**config.mk**
```make
export PLATFORM = sky130hd
export DESIGN_NAME = modu_addr_unit
export DESIGN_NICKNAME = d
export VERILOG_FILES = /design/src/rtl/modu_pkg.sv /design/src/rtl/modu_cfg_bank.sv /design/src/rtl/modu_wrap.sv /design/src/rtl/modu_addr_unit.sv
export SDC_FILE = /design/constraint.sdc
export NUM_CORES = 1
export LEC_CHECK = 0
export CAP_MARGIN = 10
export CORE_UTILIZATION = 35
export CTS_BUF_LIST = sky130_fd_sc_hd__clkbuf_8
export CTS_CLUSTER_SIZE = 28
export DETAILED_ROUTE_END_ITERATION = 10
export PLACE_DENSITY = 0.52
export SLEW_MARGIN = 5
export SYNTH_ARGS = -nofsm -noshare
export SYNTH_HDL_FRONTEND = slang
export SYNTH_SLANG_ARGS = --single-unit
```
**constraint.sdc**
```tcl
create_clock -name clk -period 10.4 [get_ports clk]
set_clock_uncertainty 0.05 [all_clocks]
set_input_delay 1.56 -clock clk [delete_from_list [all_inputs] [get_ports clk]]
set_output_delay 1.56 -clock clk [all_outputs]
set_load 0.01 [all_outputs]
```
**src/rtl/modu_pkg.sv**
```systemverilog
package modu_pkg;

    localparam int ADDR_W = 16;
    localparam int PTR_W  = 4;

    typedef enum logic [1:0] {
        MODE_OFF   = 2'b00,
        MODE_FWD   = 2'b01,
        MODE_BWD   = 2'b10,
        MODE_BIDIR = 2'b11
    } wrap_mode_e;

    typedef struct packed {
        logic [ADDR_W-1:0] lo;
        logic [ADDR_W-1:0] hi;
        logic [PTR_W-1:0]  ptr;
        wrap_mode_e        mode;
    } buf_cfg_t;

    // all ones up to the highest set bit of span = P-1 for length span+1
    function automatic logic [ADDR_W-1:0] cover_mask(input logic [ADDR_W-1:0] span);
        logic [ADDR_W-1:0] m;
        m = span;
        for (int s = 1; s < ADDR_W; s = s * 2) begin
            m = m | (m >> s);
        end
        return m;
    endfunction

    function automatic logic len_is_pow2(input logic [ADDR_W-1:0] span);
        logic [ADDR_W:0] len;
        len = {1'b0, span} + {{ADDR_W{1'b0}}, 1'b1};
        return (len & {1'b0, span}) == '0;
    endfunction

endpackage

```
**src/rtl/modu_cfg_bank.sv**
```systemverilog
module modu_cfg_bank
    import modu_pkg::*;
#(
    parameter int RSV_PTR_FIRST = 14
) (
    input  logic     clk,
    input  logic     rst,
    input  logic     we,
    input  buf_cfg_t wr_cfg,
    output buf_cfg_t cfg,
    output logic     active,
    output logic     cfg_err,
    output logic     warn
);

    buf_cfg_t          cfg_q;
    logic              err_q, warn_q;
    logic              err_d, warn_d;
    logic [ADDR_W-1:0] span, mask;
    logic              lo_ok, hi_ok, inverted;

    always_comb begin
        inverted = wr_cfg.hi < wr_cfg.lo;
        span     = wr_cfg.hi - wr_cfg.lo;
        mask     = cover_mask(span);
        lo_ok    = (wr_cfg.lo & mask) == '0;
        hi_ok    = (wr_cfg.hi & mask) == mask;
        unique case (wr_cfg.mode)
            MODE_FWD:   err_d = inverted || !lo_ok;
            MODE_BWD:   err_d = inverted || !hi_ok;
            MODE_BIDIR: err_d = inverted || !lo_ok || !len_is_pow2(span);
            default:    err_d = 1'b0;
        endcase
        warn_d = (wr_cfg.mode != MODE_OFF) &&
                 (int'(wr_cfg.ptr) >= RSV_PTR_FIRST);
    end

    always_ff @(posedge clk) begin
        if (rst) begin
            cfg_q  <= '{lo: '0, hi: '0, ptr: '0, mode: MODE_OFF};
            err_q  <= 1'b0;
            warn_q <= 1'b0;
        end else if (we) begin
            cfg_q  <= wr_cfg;
            err_q  <= err_d;
            warn_q <= warn_d;
        end
    end

    assign cfg     = cfg_q;
    assign cfg_err = err_q;
    assign warn    = warn_q;
    assign active  = (cfg_q.mode != MODE_OFF) && !err_q && !warn_q;

    // nothing changes without a write
    a_r2_hold_without_write: assert property (@(posedge clk) disable iff (rst)
        !we |=> ($stable(cfg_q) && $stable(err_q) && $stable(warn_q)));

    // reserved pointer choice raises the warning
    a_r3_reserved_warn: assert property (@(posedge clk) disable iff (rst)
        (we && wr_cfg.mode != MODE_OFF && int'(wr_cfg.ptr) >= RSV_PTR_FIRST) |=> warn);

    // inverted bounds are flagged
    a_r12_inverted_err: assert property (@(posedge clk) disable iff (rst)
        (we && wr_cfg.mode != MODE_OFF && wr_cfg.hi < wr_cfg.lo) |=> cfg_err);

    // write of mode off clears both flags
    a_r1_off_clean: assert property (@(posedge clk) disable iff (rst)
        (we && wr_cfg.mode == MODE_OFF) |=> (!cfg_err && !warn && !active));

endmodule

```
**src/rtl/modu_wrap.sv**
```systemverilog
module modu_wrap
    import modu_pkg::*;
#(
    parameter int STEP_W = 4
) (
    input  buf_cfg_t           cfg,
    input  logic               active,
    input  logic [PTR_W-1:0]   ptr,
    input  logic [ADDR_W-1:0]  addr,
    input  logic [STEP_W-1:0]  step,
    output logic [ADDR_W-1:0]  new_addr,
    output logic               wrapped,
    output logic               dir_err
);

    localparam int XW = ADDR_W + 2;
    localparam logic signed [XW-1:0] ONE = 1;

    logic signed [XW-1:0] raw, lo_s, hi_s, res;
    logic                 go_up, go_down, owned, fwd_ok, bwd_ok;

    always_comb begin
        raw     = $signed({2'b00, addr}) +
                  $signed({{(XW-STEP_W){step[STEP_W-1]}}, step});
        lo_s    = $signed({2'b00, cfg.lo});
        hi_s    = $signed({2'b00, cfg.hi});
        go_down = step[STEP_W-1];
        go_up   = !step[STEP_W-1] && (step != '0);
        owned   = active && (ptr == cfg.ptr);
        fwd_ok  = (cfg.mode == MODE_FWD) || (cfg.mode == MODE_BIDIR);
        bwd_ok  = (cfg.mode == MODE_BWD) || (cfg.mode == MODE_BIDIR);
        res     = raw;
        wrapped = 1'b0;
        dir_err = 1'b0;
        if (owned && go_up) begin
            if (!fwd_ok) begin
                dir_err = 1'b1;
            end else if (raw > hi_s) begin
                res     = lo_s + (raw - hi_s - ONE);
                wrapped = 1'b1;
            end
        end else if (owned && go_down) begin
            if (!bwd_ok) begin
                dir_err = 1'b1;
            end else if (raw < lo_s) begin
                res     = hi_s - (lo_s - raw - ONE);
                wrapped = 1'b1;
            end
        end
        new_addr = res[ADDR_W-1:0];
    end

endmodule

```
**src/rtl/modu_addr_unit.sv**
```systemverilog
module modu_addr_unit
    import modu_pkg::*;
#(
    parameter int NSPACE        = 2,
    parameter int STEP_W        = 4,
    parameter int RSV_PTR_FIRST = 14,
    localparam int SEL_W        = (NSPACE > 1) ? $clog2(NSPACE) : 1
) (
    input  logic               clk,
    input  logic               rst,
    input  logic               cfg_we,
    input  logic [SEL_W-1:0]   cfg_space,
    input  logic [ADDR_W-1:0]  cfg_lo,
    input  logic [ADDR_W-1:0]  cfg_hi,
    input  logic [PTR_W-1:0]   cfg_ptr,
    input  logic [1:0]         cfg_mode,
    input  logic [SEL_W-1:0]   upd_space,
    input  logic [PTR_W-1:0]   upd_ptr,
    input  logic [ADDR_W-1:0]  upd_addr,
    input  logic [STEP_W-1:0]  upd_step,
    output logic [ADDR_W-1:0]  new_addr,
    output logic               wrapped,
    output logic               upd_err,
    output logic [NSPACE-1:0]  cfg_err,
    output logic [NSPACE-1:0]  ptr_warn
);

    buf_cfg_t    wr_cfg;
    buf_cfg_t    bank_cfg [NSPACE];
    logic        bank_act [NSPACE];
    buf_cfg_t    sel_cfg;
    logic        sel_act;

    assign wr_cfg = '{lo: cfg_lo, hi: cfg_hi, ptr: cfg_ptr, mode: wrap_mode_e'(cfg_mode)};

    for (genvar g = 0; g < NSPACE; g++) begin : g_bank
        modu_cfg_bank #(.RSV_PTR_FIRST(RSV_PTR_FIRST)) i_bank (
            .clk     (clk),
            .rst     (rst),
            .we      (cfg_we && (int'(cfg_space) == g)),
            .wr_cfg  (wr_cfg),
            .cfg     (bank_cfg[g]),
            .active  (bank_act[g]),
            .cfg_err (cfg_err[g]),
            .warn    (ptr_warn[g])
        );
    end

    always_comb begin
        sel_cfg = '{lo: '0, hi: '0, ptr: '0, mode: MODE_OFF};
        sel_act = 1'b0;
        for (int s = 0; s < NSPACE; s++) begin
            if (int'(upd_space) == s) begin
                sel_cfg = bank_cfg[s];
                sel_act = bank_act[s];
            end
        end
    end

    modu_wrap #(.STEP_W(STEP_W)) i_wrap (
        .cfg      (sel_cfg),
        .active   (sel_act),
        .ptr      (upd_ptr),
        .addr     (upd_addr),
        .step     (upd_step),
        .new_addr (new_addr),
        .wrapped  (wrapped),
        .dir_err  (upd_err)
    );

    // a refused direction returns the plain sum
    a_r10_err_passes_raw: assert property (@(posedge clk) disable iff (rst)
        upd_err |-> (new_addr == ADDR_W'(upd_addr +
                     ADDR_W'({{(ADDR_W-STEP_W){upd_step[STEP_W-1]}}, upd_step}))));

    // error and wrap never together
    a_r10_no_wrap_on_err: assert property (@(posedge clk) disable iff (rst)
        !(upd_err && wrapped));

    // flagged buffers never act on an update
    a_r11_flagged_idle: assert property (@(posedge clk) disable iff (rst)
        (cfg_err[upd_space] || ptr_warn[upd_space]) |-> (!wrapped && !upd_err));

    // foreign pointer is untouched
    a_r11_foreign_ptr: assert property (@(posedge clk) disable iff (rst)
        (upd_ptr != sel_cfg.ptr) |-> (!wrapped && !upd_err));

endmodule

```
==> impl_metrics.tcl <==
set metrics [dict create \
    num_rows 56 \
    hold_viol 0 \
    postRouteAntennaNets 0 \
    cts_tree "built" \
    grt_max_degree 81 \
    htreeDepth 3 \
    synth-async-reset-ratio_pct 0 \
    grt_pass1_vias 6988 \
    crit_arrival_ps 7660 \
    ys_seq_area_share_pct 19.22 \
    maxSlewViolCount 0 \
    worstPathRequired_ps 8790 \
    synth-seq-cells 80 \
    cts_inserted_buffers 9 \
    diodes 0 \
    ctsHoldBuffers 0 \
    die_area_mm2 0.02442 \
    grt_first_pass_wirelength_um 36140 \
    reg2reg_slack_ps 9590 \
    clk_pin_slew_worst_paths_ps 80 \
    synth-edff-count 0 \
    syn-instance-count 1062 \
    worst_slew_pin_slew_ps 1086 \
    cts-root-buf "clkbuf_8" \
    p_per_area_mw_per_mm2 142.6 \
    die_h_um 156.3 \
    criticalPathCategory "in -> out" \
    min_period_ps 9269 \
    n_fill_cell 2467 \
    design_area_mm2 0.009706 \
    setup_viol 0 \
    wire_per_inst_um 15.27 \
    drt_iter0_markers 455 \
    vias 7367 \
    post_cts_resized 0 \
    netlist_area_mm2 0.008330 \
    place_hpwl_um 17660 \
    syn-num-nets 1258 \
    layout_worst_path_cycle_share_pct 89.13 \
    startpoint_type "primary input" \
    max_freq_mhz 107.9 \
    fp.coreArea_mm2 0.02340 \
    via_per_inst 5.070 \
    layout-drive-gt1-share_pct 4.497 \
    port_buffers 88 \
    min_to "g_bank[1].i_bank.cfg[7]$_SDFFE_PP0P_" \
    status "finished, violations left" \
    cap_violations 0 \
    fin_ws_ps 1131 \
    syn_area_per_cell_um2 7.844 \
    violations "DRC" \
    place_ws_ps 1039 \
    irDropWorstVdd_mv 0.05850 \
    worstPathMaxFanout 19 \
    place_area_mm2 0.009499 \
    reg2regPathDepth 2 \
    whs_ps 405.0 \
    drcViolationCount 1 \
    drt_first_pass_iters 8 \
    grt-ovfl-total 0 \
    ys_warn_count 0 \
    crit-reg2reg-launch "g_bank[0].i_bank.cfg_err$_SDFFE_PP0P_" \
    slew_headroom_pct 27.33 \
    cts_buffer_depth 2 \
    start_util_pct 35.60 \
    whs_path_depth 2 \
    gp_congestion 0.8578 \
    finalWirelength_um 22190 \
    setup_tns_ps 0 \
    grtUsageTotal_pct 18.57 \
    fin_nets 1325 \
    synth_flop_cell "dfxtp_1" \
    hold_path.class "reg -> reg" \
    cts_num_sinks 80 \
    clock_latency_ps 340 \
    dieWidth_um 156.3 \
    postCtsSetupBuffers 0 \
    antenna_found_initial 0 \
    r2r-end "g_bank[0].i_bank.cfg_err$_SDFFE_PP0P_" \
    ys_types 77 \
    hp-start "g_bank[1].i_bank.cfg[7]$_SDFFE_PP0P_" \
    rsz0062_at_grt "false" \
    cellLeakagePower_uw 0.004243 \
    area_growth_pct 16.51 \
    io_pins 89 \
    end_kind "output pin" \
]
[per-stage QoR]
stage                     utilization [%]  instances  total power (uW)
after floorplan                         -       1062             945.4
after global placement              40.59       1437              1157
after detailed placement            40.59       1437              1157
after CTS                           41.47       1453              1398
after global routing                41.47       1453              1511
final                               41.47       1453              1384
[Yosys cell counts, drive strengths merged (5+ instances only)]
master,instances,area share [%]
ha,96,14
nand4,8,0.78
xor2,22,2.3
o21ai,32,2.1
buf,11,0.81
mux2i,41,5.1
and2,5,0.38
nor2,54,2.4
nor3,18,1.1
nand2b,14,1.1
or3,6,0.57
o21a,17,1.6
o22ai,9,0.68
nand3,16,0.96
nor2b,8,0.60
o221ai,5,0.53
fa,33,7.9
a31oi,12,0.98
and3,8,0.60
nand2,179,8.1
a21o,28,2.5
o2111ai,6,0.63
a21oi,123,7.4
dfxtp,80,19
o211ai,10,0.96
inv,90,4.1
clkbuf,31,1.4
xnor2,34,3.8
o21bai,7,0.63
[layer usage]
metal | GRT usage [%] | share of wire (%) | vias up
met5 | 0 | 0 | -
li1 | - | - | 3837
met3 | 1.385 | 2.4 | 15
met1 | 26.47 | 52 | 3403
met4 | 4.762 | 1.6 | 0
met2 | 30.10 | 44 | 112
[power breakdown]
part           internal [uW]  switching [uW]
Clock                    123             112
Combinational            371             451
Sequential               320            6.99
Total                    815             570
[sequential cells by signal, indices dropped and copies added (netlist names)]
register	cells
g_bank.i_bank.cfg_err	2
g_bank.i_bank.cfg	76
g_bank.i_bank.warn	2
[kinds of logic after synthesis]
kind of cell	after synthesis	share of synthesized area (%)
buffers and inverters	132	6.263
adder cells (fa/ha/maj)	129	22.35
XOR/XNOR	56	6.068
multiplexers	44	5.482
AO/OA/AOI/OAI	289	22.32
flip-flops	80	19.23
AND/OR/NAND/NOR	332	18.29
[layout make-up]
| type | count | area (um^2) | area share [%] |
|---|---|---|---|
| inverter | 90 | 337.8 | 3.481 |
| clock buffer | 11 | 151.4 | 1.560 |
| sequential | 80 | 1602 | 16.50 |
| tap | 319 | 399.1 | 4.112 |
| clock inverter | 5 | 55.05 | 0.5672 |
| multi-input combinational | 850 | 6215 | 64.03 |
| timing repair buffer | 98 | 945.9 | 9.746 |
[critical path, stage by stage]
cell and delay [ps]:
clkdlybuf4s50_1 780, ha_1 540, a21oi_1 100, o21ai_1 210, a41oi_1 200, a2111oi_0 720, or3_1 210, a21oi_1 70
xnor2_1 330, ha_1 250, and3_1 160, o2111ai_1 110, o21bai_1 150, o41ai_1 130, a31oi_2 760, and2_1 570
mux2i_1 240, clkdlybuf4s50_1 550
[placed cells by master, fill, tap and decap left out, drive strengths merged, types with 6 or more instances in the layout]
cell type	count
a21oi	123
nor2b	8
inv	90
dfxtp	80
and3	8
o22ai	9
a31oi	12
nand2	179
o21a	17
nor3	18
nand4	8
o21bai	7
clkdlybuf4s50	86
nand2b	14
mux2i	41
fa	33
buf	12
clkbuf	11
xnor2	34
o21ai	32
o2111ai	6
ha	96
xor2	22
nand3	16
o211ai	10
or3	6
nor2	54
a21o	28
[worst max-delay path by stage]
| stage | startpoint | to | slack (ps) | cells after the start |
|---|---|---|---|---|
| 2_1_floorplan | upd_space | new_addr[15] | 2550 | 18 |
| 4_1_cts | upd_step[3] | new_addr[0] | 1010 | 18 |
| 6_report | upd_step[3] | new_addr[0] | 1130 | 18 |
| 3_5_place_dp | upd_step[3] | new_addr[0] | 1040 | 18 |
| 3_3_place_gp | upd_step[3] | new_addr[0] | 1110 | 18 |
| 5_1_grt | upd_step[3] | new_addr[0] | 430 | 18 |
Power figures use the tool's default switching activity.
